<file path="src/rtl/lpc_burst_pkg.sv">
package lpc_burst_pkg;
  localparam logic [5:0] OFS_GO   = 6'h00;
  localparam logic [5:0] OFS_STAT = 6'h04;
  localparam logic [5:0] OFS_IRQ  = 6'h08;
  localparam logic [5:0] OFS_LEN  = 6'h10;
  localparam logic [5:0] OFS_CMD  = 6'h14;
  localparam logic [5:0] OFS_PORT = 6'h20;
  localparam logic [5:0] OFS_WDAT = 6'h24;
  localparam logic [5:0] OFS_RDAT = 6'h28;

  localparam int CMD_DIR_BIT = 0;
  localparam int CMD_FIX_BIT = 3;
  localparam int LEN_FIELD_W = 8;

  typedef enum logic [1:0] {CT_IDLE, CT_ISSUE, CT_WAIT} ctl_st_e;
  typedef enum logic [1:0] {SQ_IDLE, SQ_HEAD, SQ_SYNC} seq_st_e;
endpackage

</file>
<file path="src/rtl/byte_fifo.sv">
module byte_fifo #(
  parameter int DEPTH = 16,
  parameter int W     = 8
) (
  input  logic         clk_i,
  input  logic         rst_ni,
  input  logic         flush_i,
  input  logic         push_i,
  input  logic [W-1:0] data_i,
  input  logic         pop_i,
  output logic [W-1:0] data_o,
  output logic         empty_o,
  output logic         full_o
);
  localparam int PTR_W = (DEPTH > 1) ? $clog2(DEPTH) : 1;
  localparam int CNT_W = $clog2(DEPTH + 1);

  logic [W-1:0]     mem [DEPTH];
  logic [PTR_W-1:0] wr_ptr, rd_ptr;
  logic [CNT_W-1:0] cnt;
  logic             do_push, do_pop;

  assign empty_o = (cnt == '0);
  assign full_o  = (cnt == CNT_W'(DEPTH));
  assign do_push = push_i && !full_o && !flush_i;
  assign do_pop  = pop_i && !empty_o && !flush_i;
  assign data_o  = mem[rd_ptr];

  function automatic logic [PTR_W-1:0] nxt(input logic [PTR_W-1:0] p);
    return (p == PTR_W'(DEPTH - 1)) ? '0 : p + 1'b1;
  endfunction

  always_ff @(posedge clk_i) begin
    if (do_push) mem[wr_ptr] <= data_i;
  end

  always_ff @(posedge clk_i or negedge rst_ni) begin
    if (!rst_ni) begin
      wr_ptr <= '0;
      rd_ptr <= '0;
      cnt    <= '0;
    end else if (flush_i) begin
      wr_ptr <= '0;
      rd_ptr <= '0;
      cnt    <= '0;
    end else begin
      if (do_push) wr_ptr <= nxt(wr_ptr);
      if (do_pop)  rd_ptr <= nxt(rd_ptr);
      if (do_push && !do_pop)      cnt <= cnt + 1'b1;
      else if (do_pop && !do_push) cnt <= cnt - 1'b1;
    end
  end

  a_r7_count_bound: assert property (@(posedge clk_i) disable iff (!rst_ni)
    cnt <= CNT_W'(DEPTH));
  a_r7_flush_empties: assert property (@(posedge clk_i) disable iff (!rst_ni)
    flush_i |=> empty_o);
endmodule

</file>
<file path="src/rtl/lpc_cycle_seq.sv">
module lpc_cycle_seq
  import lpc_burst_pkg::*;
#(
  parameter int ADDR_W   = 16,
  parameter int HDR_CLKS = 13,
  parameter int MAX_WAIT = 256
) (
  input  logic              clk_i,
  input  logic              rst_ni,
  input  logic              start_i,
  input  logic              write_i,
  input  logic [ADDR_W-1:0] addr_i,
  input  logic [7:0]        wdata_i,
  output logic              done_o,
  output logic              err_o,
  output logic [7:0]        rdata_o,
  output logic              lpc_req_o,
  output logic              lpc_write_o,
  output logic [ADDR_W-1:0] lpc_addr_o,
  output logic [7:0]        lpc_wdata_o,
  input  logic              lpc_ready_i,
  input  logic [7:0]        lpc_rdata_i
);
  localparam int HDR_W  = $clog2(HDR_CLKS + 1);
  localparam int WAIT_W = $clog2(MAX_WAIT + 1);

  seq_st_e            st;
  logic [HDR_W-1:0]   hdr_cnt;
  logic [WAIT_W-1:0]  wait_cnt;
  logic               wr_q;
  logic [ADDR_W-1:0]  addr_q;
  logic [7:0]         wd_q;
  logic               at_limit;

  assign at_limit    = (wait_cnt == WAIT_W'(MAX_WAIT));
  assign done_o      = (st == SQ_SYNC) && lpc_ready_i;
  assign err_o       = (st == SQ_SYNC) && !lpc_ready_i && at_limit;
  assign rdata_o     = lpc_rdata_i;
  assign lpc_req_o   = (st != SQ_IDLE);
  assign lpc_write_o = wr_q;
  assign lpc_addr_o  = addr_q;
  assign lpc_wdata_o = wd_q;

  always_ff @(posedge clk_i or negedge rst_ni) begin
    if (!rst_ni) begin
      st       <= SQ_IDLE;
      hdr_cnt  <= '0;
      wait_cnt <= '0;
      wr_q     <= 1'b0;
      addr_q   <= '0;
      wd_q     <= '0;
    end else begin
      unique case (st)
        SQ_IDLE: if (start_i) begin
          st      <= SQ_HEAD;
          hdr_cnt <= '0;
          wr_q    <= write_i;
          addr_q  <= addr_i;
          wd_q    <= wdata_i;
        end
        SQ_HEAD: begin
          if (hdr_cnt == HDR_W'(HDR_CLKS - 1)) begin
            st       <= SQ_SYNC;
            wait_cnt <= '0;
          end else begin
            hdr_cnt <= hdr_cnt + 1'b1;
          end
        end
        SQ_SYNC: begin
          if (lpc_ready_i || at_limit) st <= SQ_IDLE;
          else wait_cnt <= wait_cnt + 1'b1;
        end
        default: st <= SQ_IDLE;
      endcase
    end
  end

  a_r8_wait_bound: assert property (@(posedge clk_i) disable iff (!rst_ni)
    (st == SQ_SYNC) |-> (wait_cnt <= WAIT_W'(MAX_WAIT)));
  a_r8_done_err_excl: assert property (@(posedge clk_i) disable iff (!rst_ni)
    !(done_o && err_o));
  a_r4_addr_held: assert property (@(posedge clk_i) disable iff (!rst_ni)
    (lpc_req_o && $past(lpc_req_o)) |-> $stable(lpc_addr_o));
  a_r8_end_drops_req: assert property (@(posedge clk_i) disable iff (!rst_ni)
    (done_o || err_o) |=> !lpc_req_o);
endmodule

</file>
<file path="src/rtl/burst_ctrl.sv">
module burst_ctrl
  import lpc_burst_pkg::*;
#(
  parameter int ADDR_W  = 16,
  parameter int MAX_LEN = 16
) (
  input  logic                   clk_i,
  input  logic                   rst_ni,
  input  logic                   go_i,
  input  logic [LEN_FIELD_W-1:0] len_i,
  input  logic                   dir_wr_i,
  input  logic                   fixed_i,
  input  logic [ADDR_W-1:0]      addr_i,
  input  logic                   wf_empty_i,
  input  logic [7:0]             wf_data_i,
  output logic                   wf_pop_o,
  output logic                   wf_flush_o,
  output logic                   rf_push_o,
  output logic [7:0]             rf_data_o,
  output logic                   rf_flush_o,
  output logic                   sq_start_o,
  output logic                   sq_write_o,
  output logic [ADDR_W-1:0]      sq_addr_o,
  output logic [7:0]             sq_wdata_o,
  input  logic                   sq_done_i,
  input  logic                   sq_err_i,
  input  logic [7:0]             sq_rdata_i,
  output logic                   idle_o,
  output logic                   ok_o,
  output logic                   fin_o
);
  localparam int RM_W = $clog2(MAX_LEN + 1);

  ctl_st_e           st;
  logic [RM_W-1:0]   remain;
  logic [ADDR_W-1:0] cur_addr;
  logic              wr_q, fix_q, idle_q, ok_q;
  logic              launch, starve, last_done;

  assign launch    = go_i && (st == CT_IDLE) && (len_i != '0) &&
                     (len_i <= LEN_FIELD_W'(MAX_LEN));
  assign starve    = (st == CT_ISSUE) && wr_q && wf_empty_i;
  assign last_done = (st == CT_WAIT) && sq_done_i && (remain == RM_W'(1));

  assign sq_start_o = (st == CT_ISSUE) && !starve;
  assign sq_write_o = wr_q;
  assign sq_addr_o  = cur_addr;
  assign sq_wdata_o = wf_data_i;
  assign wf_pop_o   = sq_start_o && wr_q;
  assign rf_push_o  = (st == CT_WAIT) && sq_done_i && !wr_q;
  assign rf_data_o  = sq_rdata_i;
  assign rf_flush_o = launch;
  assign fin_o      = starve || last_done || ((st == CT_WAIT) && sq_err_i);
  assign wf_flush_o = fin_o;
  assign idle_o     = idle_q;
  assign ok_o       = ok_q;

  always_ff @(posedge clk_i or negedge rst_ni) begin
    if (!rst_ni) begin
      st       <= CT_IDLE;
      remain   <= '0;
      cur_addr <= '0;
      wr_q     <= 1'b0;
      fix_q    <= 1'b0;
      idle_q   <= 1'b1;
      ok_q     <= 1'b0;
    end else begin
      unique case (st)
        CT_IDLE: if (launch) begin
          st       <= CT_ISSUE;
          remain   <= RM_W'(len_i);
          cur_addr <= addr_i;
          wr_q     <= dir_wr_i;
          fix_q    <= fixed_i;
          idle_q   <= 1'b0;
          ok_q     <= 1'b0;
        end
        CT_ISSUE: begin
          if (starve) begin
            st     <= CT_IDLE;
            idle_q <= 1'b1;
          end else begin
            st <= CT_WAIT;
          end
        end
        CT_WAIT: begin
          if (sq_err_i) begin
            st     <= CT_IDLE;
            idle_q <= 1'b1;
          end else if (sq_done_i) begin
            if (remain == RM_W'(1)) begin
              st     <= CT_IDLE;
              idle_q <= 1'b1;
              ok_q   <= 1'b1;
            end else begin
              st     <= CT_ISSUE;
              remain <= remain - 1'b1;
              if (!fix_q) cur_addr <= cur_addr + 1'b1;
            end
          end
        end
        default: st <= CT_IDLE;
      endcase
    end
  end

  a_r12_ok_implies_idle: assert property (@(posedge clk_i) disable iff (!rst_ni)
    ok_q |-> idle_q);
  a_r3_remain_bound: assert property (@(posedge clk_i) disable iff (!rst_ni)
    remain <= RM_W'(MAX_LEN));
  a_r4_addr_step: assert property (@(posedge clk_i) disable iff (!rst_ni)
    ((st == CT_WAIT) && sq_done_i && !sq_err_i && !fix_q && (remain != RM_W'(1)))
    |=> (cur_addr == ADDR_W'($past(cur_addr) + 1'b1)));
  a_r5_fixed_port: assert property (@(posedge clk_i) disable iff (!rst_ni)
    (!idle_q && $past(!idle_q) && fix_q) |-> $stable(cur_addr));
  a_r10_busy_no_relaunch: assert property (@(posedge clk_i) disable iff (!rst_ni)
    (!idle_q && go_i) |=> !rf_flush_o || idle_q || $past(idle_q));
endmodule

</file>
<file path="src/rtl/lpc_burst_host.sv">
module lpc_burst_host
  import lpc_burst_pkg::*;
#(
  parameter int ADDR_W     = 16,
  parameter int MAX_LEN    = 16,
  parameter int FIFO_DEPTH = 16,
  parameter int HDR_CLKS   = 13,
  parameter int MAX_WAIT   = 256,
  localparam int REG_W     = (ADDR_W > LEN_FIELD_W) ? ADDR_W : LEN_FIELD_W
) (
  input  logic              clk_i,
  input  logic              rst_ni,
  input  logic              reg_we_i,
  input  logic              reg_re_i,
  input  logic [5:0]        reg_addr_i,
  input  logic [REG_W-1:0]  reg_wdata_i,
  output logic [REG_W-1:0]  reg_rdata_o,
  output logic              lpc_req_o,
  output logic              lpc_write_o,
  output logic [ADDR_W-1:0] lpc_addr_o,
  output logic [7:0]        lpc_wdata_o,
  input  logic              lpc_ready_i,
  input  logic [7:0]        lpc_rdata_i
);
  logic [LEN_FIELD_W-1:0] len_q;
  logic [3:0]             cmd_q;
  logic [ADDR_W-1:0]      port_q;
  logic                   irq_q;

  logic go, wpush, rpop;
  logic wf_empty, wf_full, wf_pop, wf_flush;
  logic rf_empty, rf_full, rf_push, rf_flush;
  logic [7:0] wf_data, rf_wdata, rf_data;
  logic sq_start, sq_write, sq_done, sq_err;
  logic [ADDR_W-1:0] sq_addr;
  logic [7:0] sq_wdata, sq_rdata;
  logic idle, ok, fin;

  assign go    = reg_we_i && (reg_addr_i == OFS_GO) && reg_wdata_i[0];
  assign wpush = reg_we_i && (reg_addr_i == OFS_WDAT);
  assign rpop  = reg_re_i && (reg_addr_i == OFS_RDAT);

  always_ff @(posedge clk_i or negedge rst_ni) begin
    if (!rst_ni) begin
      len_q  <= '0;
      cmd_q  <= '0;
      port_q <= '0;
      irq_q  <= 1'b0;
    end else begin
      if (reg_we_i) begin
        unique case (reg_addr_i)
          OFS_LEN:  len_q  <= reg_wdata_i[LEN_FIELD_W-1:0];
          OFS_CMD:  cmd_q  <= reg_wdata_i[3:0];
          OFS_PORT: port_q <= reg_wdata_i[ADDR_W-1:0];
          default: ;
        endcase
      end
      if (fin) irq_q <= 1'b1;
      else if (reg_we_i && (reg_addr_i == OFS_IRQ) && reg_wdata_i[1]) irq_q <= 1'b0;
    end
  end

  always_comb begin
    reg_rdata_o = '0;
    unique case (reg_addr_i)
      OFS_STAT: reg_rdata_o = REG_W'({ok, idle});
      OFS_IRQ:  reg_rdata_o = REG_W'({irq_q, 1'b0});
      OFS_LEN:  reg_rdata_o = REG_W'(len_q);
      OFS_CMD:  reg_rdata_o = REG_W'(cmd_q);
      OFS_PORT: reg_rdata_o = REG_W'(port_q);
      OFS_RDAT: reg_rdata_o = rf_empty ? '0 : REG_W'(rf_data);
      default:  reg_rdata_o = '0;
    endcase
  end

  byte_fifo #(.DEPTH(FIFO_DEPTH), .W(8)) u_wfifo (
    .clk_i, .rst_ni,
    .flush_i(wf_flush), .push_i(wpush), .data_i(reg_wdata_i[7:0]),
    .pop_i(wf_pop), .data_o(wf_data), .empty_o(wf_empty), .full_o(wf_full)
  );

  byte_fifo #(.DEPTH(FIFO_DEPTH), .W(8)) u_rfifo (
    .clk_i, .rst_ni,
    .flush_i(rf_flush), .push_i(rf_push), .data_i(rf_wdata),
    .pop_i(rpop), .data_o(rf_data), .empty_o(rf_empty), .full_o(rf_full)
  );

  burst_ctrl #(.ADDR_W(ADDR_W), .MAX_LEN(MAX_LEN)) u_ctrl (
    .clk_i, .rst_ni,
    .go_i(go), .len_i(len_q), .dir_wr_i(cmd_q[CMD_DIR_BIT]),
    .fixed_i(cmd_q[CMD_FIX_BIT]), .addr_i(port_q),
    .wf_empty_i(wf_empty), .wf_data_i(wf_data), .wf_pop_o(wf_pop),
    .wf_flush_o(wf_flush), .rf_push_o(rf_push), .rf_data_o(rf_wdata),
    .rf_flush_o(rf_flush), .sq_start_o(sq_start), .sq_write_o(sq_write),
    .sq_addr_o(sq_addr), .sq_wdata_o(sq_wdata), .sq_done_i(sq_done),
    .sq_err_i(sq_err), .sq_rdata_i(sq_rdata),
    .idle_o(idle), .ok_o(ok), .fin_o(fin)
  );

  lpc_cycle_seq #(.ADDR_W(ADDR_W), .HDR_CLKS(HDR_CLKS), .MAX_WAIT(MAX_WAIT)) u_seq (
    .clk_i, .rst_ni,
    .start_i(sq_start), .write_i(sq_write), .addr_i(sq_addr), .wdata_i(sq_wdata),
    .done_o(sq_done), .err_o(sq_err), .rdata_o(sq_rdata),
    .lpc_req_o, .lpc_write_o, .lpc_addr_o, .lpc_wdata_o,
    .lpc_ready_i, .lpc_rdata_i
  );

  a_r2_req_only_busy: assert property (@(posedge clk_i) disable iff (!rst_ni)
    lpc_req_o |-> !idle);
  a_r11_flag_on_end: assert property (@(posedge clk_i) disable iff (!rst_ni)
    fin |=> irq_q);
  a_r7_no_rf_overflow: assert property (@(posedge clk_i) disable iff (!rst_ni)
    rf_push |-> !rf_full);
  a_r6_pop_has_data: assert property (@(posedge clk_i) disable iff (!rst_ni)
    wf_pop |-> !wf_empty);
endmodule

</file>
<file path="config.mk">
export PLATFORM = sky130hd
export DESIGN_NAME = lpc_burst_host
export DESIGN_NICKNAME = d
export VERILOG_FILES = /design/src/rtl/lpc_burst_pkg.sv /design/src/rtl/byte_fifo.sv /design/src/rtl/lpc_cycle_seq.sv /design/src/rtl/burst_ctrl.sv /design/src/rtl/lpc_burst_host.sv
export SDC_FILE = /design/constraint.sdc
export NUM_CORES = 1
export LEC_CHECK = 0
export BUFFER_PORTS_ARGS = -buffer_cell sky130_fd_sc_hd__buf_4
export CORE_ASPECT_RATIO = 0.9
export CORE_MARGIN = 2
export CORE_UTILIZATION = 55
export CTS_BUF_LIST = sky130_fd_sc_hd__clkbuf_8 sky130_fd_sc_hd__clkbuf_16
export DETAILED_ROUTE_END_ITERATION = 16
export PLACE_DENSITY = 0.69
export SYNTH_ARGS = -nofsm -noshare
export SYNTH_HDL_FRONTEND = slang
export SYNTH_SLANG_ARGS = --single-unit
export TNS_END_PERCENT = 5
</file>
<file path="constraint.sdc">
create_clock -name clk_i -period 4.3 [get_ports clk_i]
set_input_delay 0.43 -clock clk_i [delete_from_list [all_inputs] [get_ports clk_i]]
set_output_delay 0.43 -clock clk_i [all_outputs]
set_load 0.01 [all_outputs]
</file>
==> results.md <==
* RSZ-0062 raised after global routing: no
* Synth async-reset ratio at ~32%
* Vias in the first global route at approximately 9800
* Sequential element share of the synthesized area at between 60% and 70%
* Ports at 77
* Routed WL at between 30 and 40 mm
* CTS sink cnt at roughly 380
* Ranking of synthesized cells by area: edfxtp_1 46%, dfrtp_1 18%, mux4_2 7.8%
* Clock Latency Late Sink at about 0.54 ns
* Iter 0 DRT Violations at 889
* Critical path's slowest cell: or4_1
* Critical path class: flop to output pin
* Seq pwr share at ~47%
* IO Port Bufs at 76
* CTS Buffer Depth at 3
* Startpoint Class: flop
* Cell area after synthesis at 0.0167 mm²
* ANT nets after route at 0
* GR Overflow Total at 0
* Leakage at just over 7 nW
* Yosys Warn Count at 0
* WP buf/inv at 1
* FP Rows at 60
* Min-Delay Path Class: input port to async pin
* CP cell instances: or4_1 > o211ai_2 > nor2_1 > a222oi_1 > o31ai_1 > buf_4
* TritonRoute pass-1 iters at 6
* CP top delay family: compound AO/OA/AOI/OAI gates
* Top_reg_cell synth: edfxtp_1
* CTS Hold Bufs at 0
* Req. time, crit path at a little under 4 ns
* Leading area contributor after synthesis: edfxtp_1
* Achievable Freq at 276 MHz
* Sw Ratio at around 29%
* Number of synthesized flops with an enable pin at around 260
* # diodes at 0
* Final Hold Viols at 0
* Die area at ~0.032 mm²
* Internal power at slightly below 7 mW
* Slowest Stage Delay on Critical Path at a little under 0.6 ns
* Fillers at 2232
* Mapped Nets at around 1200
* Total CTS buffers at 39
* Final Non-Filler Cells at roughly 1600
* Largest net degree at the start of global routing at between 100 and 150
* Min Tclk post-route at ~3.6 ns
* CTS tree: built
* Crit path DAT at around 3.2 ns
* Worst clock skew at 0.0140 ns
* Final-stage net count at around 1300
* First-pass GRT wire length at ~57 mm
* Cell variety after synth at 80
* Post-route setup TNS at 0 ns
* Yosys top cell area share at between 40% and 50%
* FF+latch count, synth at approximately 380
* Slew headroom at 24.1%
* Clk pwr share at 33.0%
* Die W at between 150 and 200 µm
* Endpoint class of the critical path: output pin
* Crit Path Max Fanout at 9
* Final setup violation count at 0
* Setup bufs post-CTS at 0
* Max-Cap Viols at 0
* Post-cts sizing count at 0
* Die Ht at ~170 µm
* CTS H-tree depth at 2
* Max Transition Viols Final at 0
* Maximum VDD drop at 487 µV
* Worst Tran Pin Value at ~1.1 ns
* Fin crit share at between 80 and 90%
* Via-per-instance ratio at between 6 and 7
* Mean post-synth cell area at 14.9 µm²
* Via count at slightly above 10000
* R2R cell count at 12
* WL/cell at approximately 22 µm
* Starting Density at a little under three fifths
* Initial antenna violation count at 0
* Placed Cells at 1572
* Crit path depth at 6
* P_sw at 2.79 mW
* Power Dens Cells at 514 mW/mm²
* Final HPWL DP at roughly 24 mm
* Core box area at approximately 0.03 mm²
* Clock transition at path regs at ~0.060 ns
* Outcome: completed
* Share of cells above drive strength 1 at 22.6%
* Area Growth Syn to Fin at 13.6%
* Root Buffer: clkbuf_16
* Mapped Cells at between 1000 and 1500
* Share of total power in combinational logic at around a fifth
* Residual DRC at 0
* GP Congestion at 0.864
* GRT Util Overall at 23.5%
==> final timing paths <==
check | startpoint | end | slack, ns
min in group clk_i | reg_wdata_i[11] | port_q[11] | 0.13
max in group asynchronous | rst_ni | u_rfifo.rd_ptr[0] | 3.77
worst max-delay path | u_rfifo.cnt[0] | reg_rdata_o[5] | 0.67
worst max register to register | u_seq.wait_cnt[0] | u_wfifo.cnt[4] | 0.81
worst min-delay path | rst_ni | u_seq.wait_cnt[7] | 0.0008
worst min register to register | u_seq.hdr_cnt[3] | u_seq.hdr_cnt[3] | 0.47
==> power by group through the flow <==
stage / Clock, mW / Combinational [mW] / Sequential [mW]
after detailed placement: 0 / 1.91 / 4.67
after floorplan: 0 / 1.33 / 4.55
final: 3.22 / 1.92 / 4.61
after CTS: 3.28 / 1.93 / 4.60
after global placement: 0 / 1.88 / 4.66
after global routing: 3.43 / 2.12 / 4.66
==> cell usage after synthesis (all sizes together), types with 8 or more instances <==
cell type and count:
nor3 25, mux2 50, dfrtp 121, o21ai 37
buf 28, mux2i 42, a211o 11, a222oi 8
mux4 58, ha 32, a21oi 29, nand4 8
and2 26, edfxtp 256, a21o 9, clkbuf 25
nand2 69, xnor2 8, nand3 28, inv 25
and3 21, nor2 62
==> logic make-up (layout without fill, tap and decap cells) <==
| family | Yosys count | in the layout | share of synthesized area [%] |
|---|---|---|---|
| muxes | 150 | 150 | 13.7 |
| adders and majority gates | 34 | 34 | 2.63 |
| DFF | 378 | 378 | 64.2 |
| and+or+nand+nor | 290 | 290 | 8.93 |
| xor gates and xnor gates | 14 | 14 | 0.778 |
| buffers and inverters | 79 | 197 | 1.99 |
| AOI/OAI and AO/OA | 177 | 177 | 7.74 |
==> stage by stage <==
stage | total power [mW] | util, % | hold WS (ns) | worst slack (ns) | instance area (µm²)
after CTS | 9.81 | 63.6 | 0.0399 | 0.679 | 19000
after global routing | 10.2 | 63.6 | 0.0394 | 0.479 | 19000
after global placement | 6.54 | 59.4 | 0.455 | 0.867 | 17800
after floorplan | 5.88 | - | 0.134 | 1.00 | 16700
final | 9.75 | 63.6 | 0.000788 | 0.672 | 19000
after detailed placement | 6.59 | 59.4 | 0.463 | 0.794 | 17800
==> state kept, by name (all words and copies together) (netlist names), 5 cells and up <==
signal and cells:
len_q 8, u_seq.wait_cnt 9, u_ctrl.remain 5, u_ctrl.sq_addr_o 16, u_seq.lpc_addr_o 16, port_q 16
u_seq.lpc_wdata_o 8, u_wfifo.cnt 5, u_rfifo.mem 128, u_wfifo.mem 128, u_rfifo.cnt 5
==> layer usage <==
| layer | GRT usage (%) | vias to the layer above | part of all wire, % |
|---|---|---|---|
| met4 | 5.99 | 0 | 1.8 |
| met5 | 0 | - | 0 |
| met1 | 34.3 | 5147 | 45 |
| met2 | 37.8 | 292 | 48 |
| met3 | 3.43 | 50 | 5.2 |
| li1 | - | 4571 | - |
==> layout make-up <==
type | count | area [µm²] | area share (%)
clock inverter | 28 | 191 | 1.01
tap | 403 | 504 | 2.66
clock buffer | 43 | 1040 | 5.49
multi-input combinational | 665 | 5650 | 29.7
inverter | 26 | 97.6 | 0.514
sequential | 378 | 10700 | 56.6
timing repair buffer | 100 | 763 | 4.02
==> cells in the final DEF, fill, tap and decap left out, types with 34 or more instances in the layout <==
| cell | n |
|---|---|
| mux4_2 | 58 |
| buf_4 | 99 |
| mux2_2 | 49 |
| dfrtp_1 | 119 |
| clkbuf_16 | 40 |
| edfxtp_1 | 256 |
| mux2i_1 | 42 |
| nor2_1 | 62 |
| o21ai_0 | 34 |
| nand2_1 | 69 |
No activity file was read; power rests on OpenSTA's default activity.
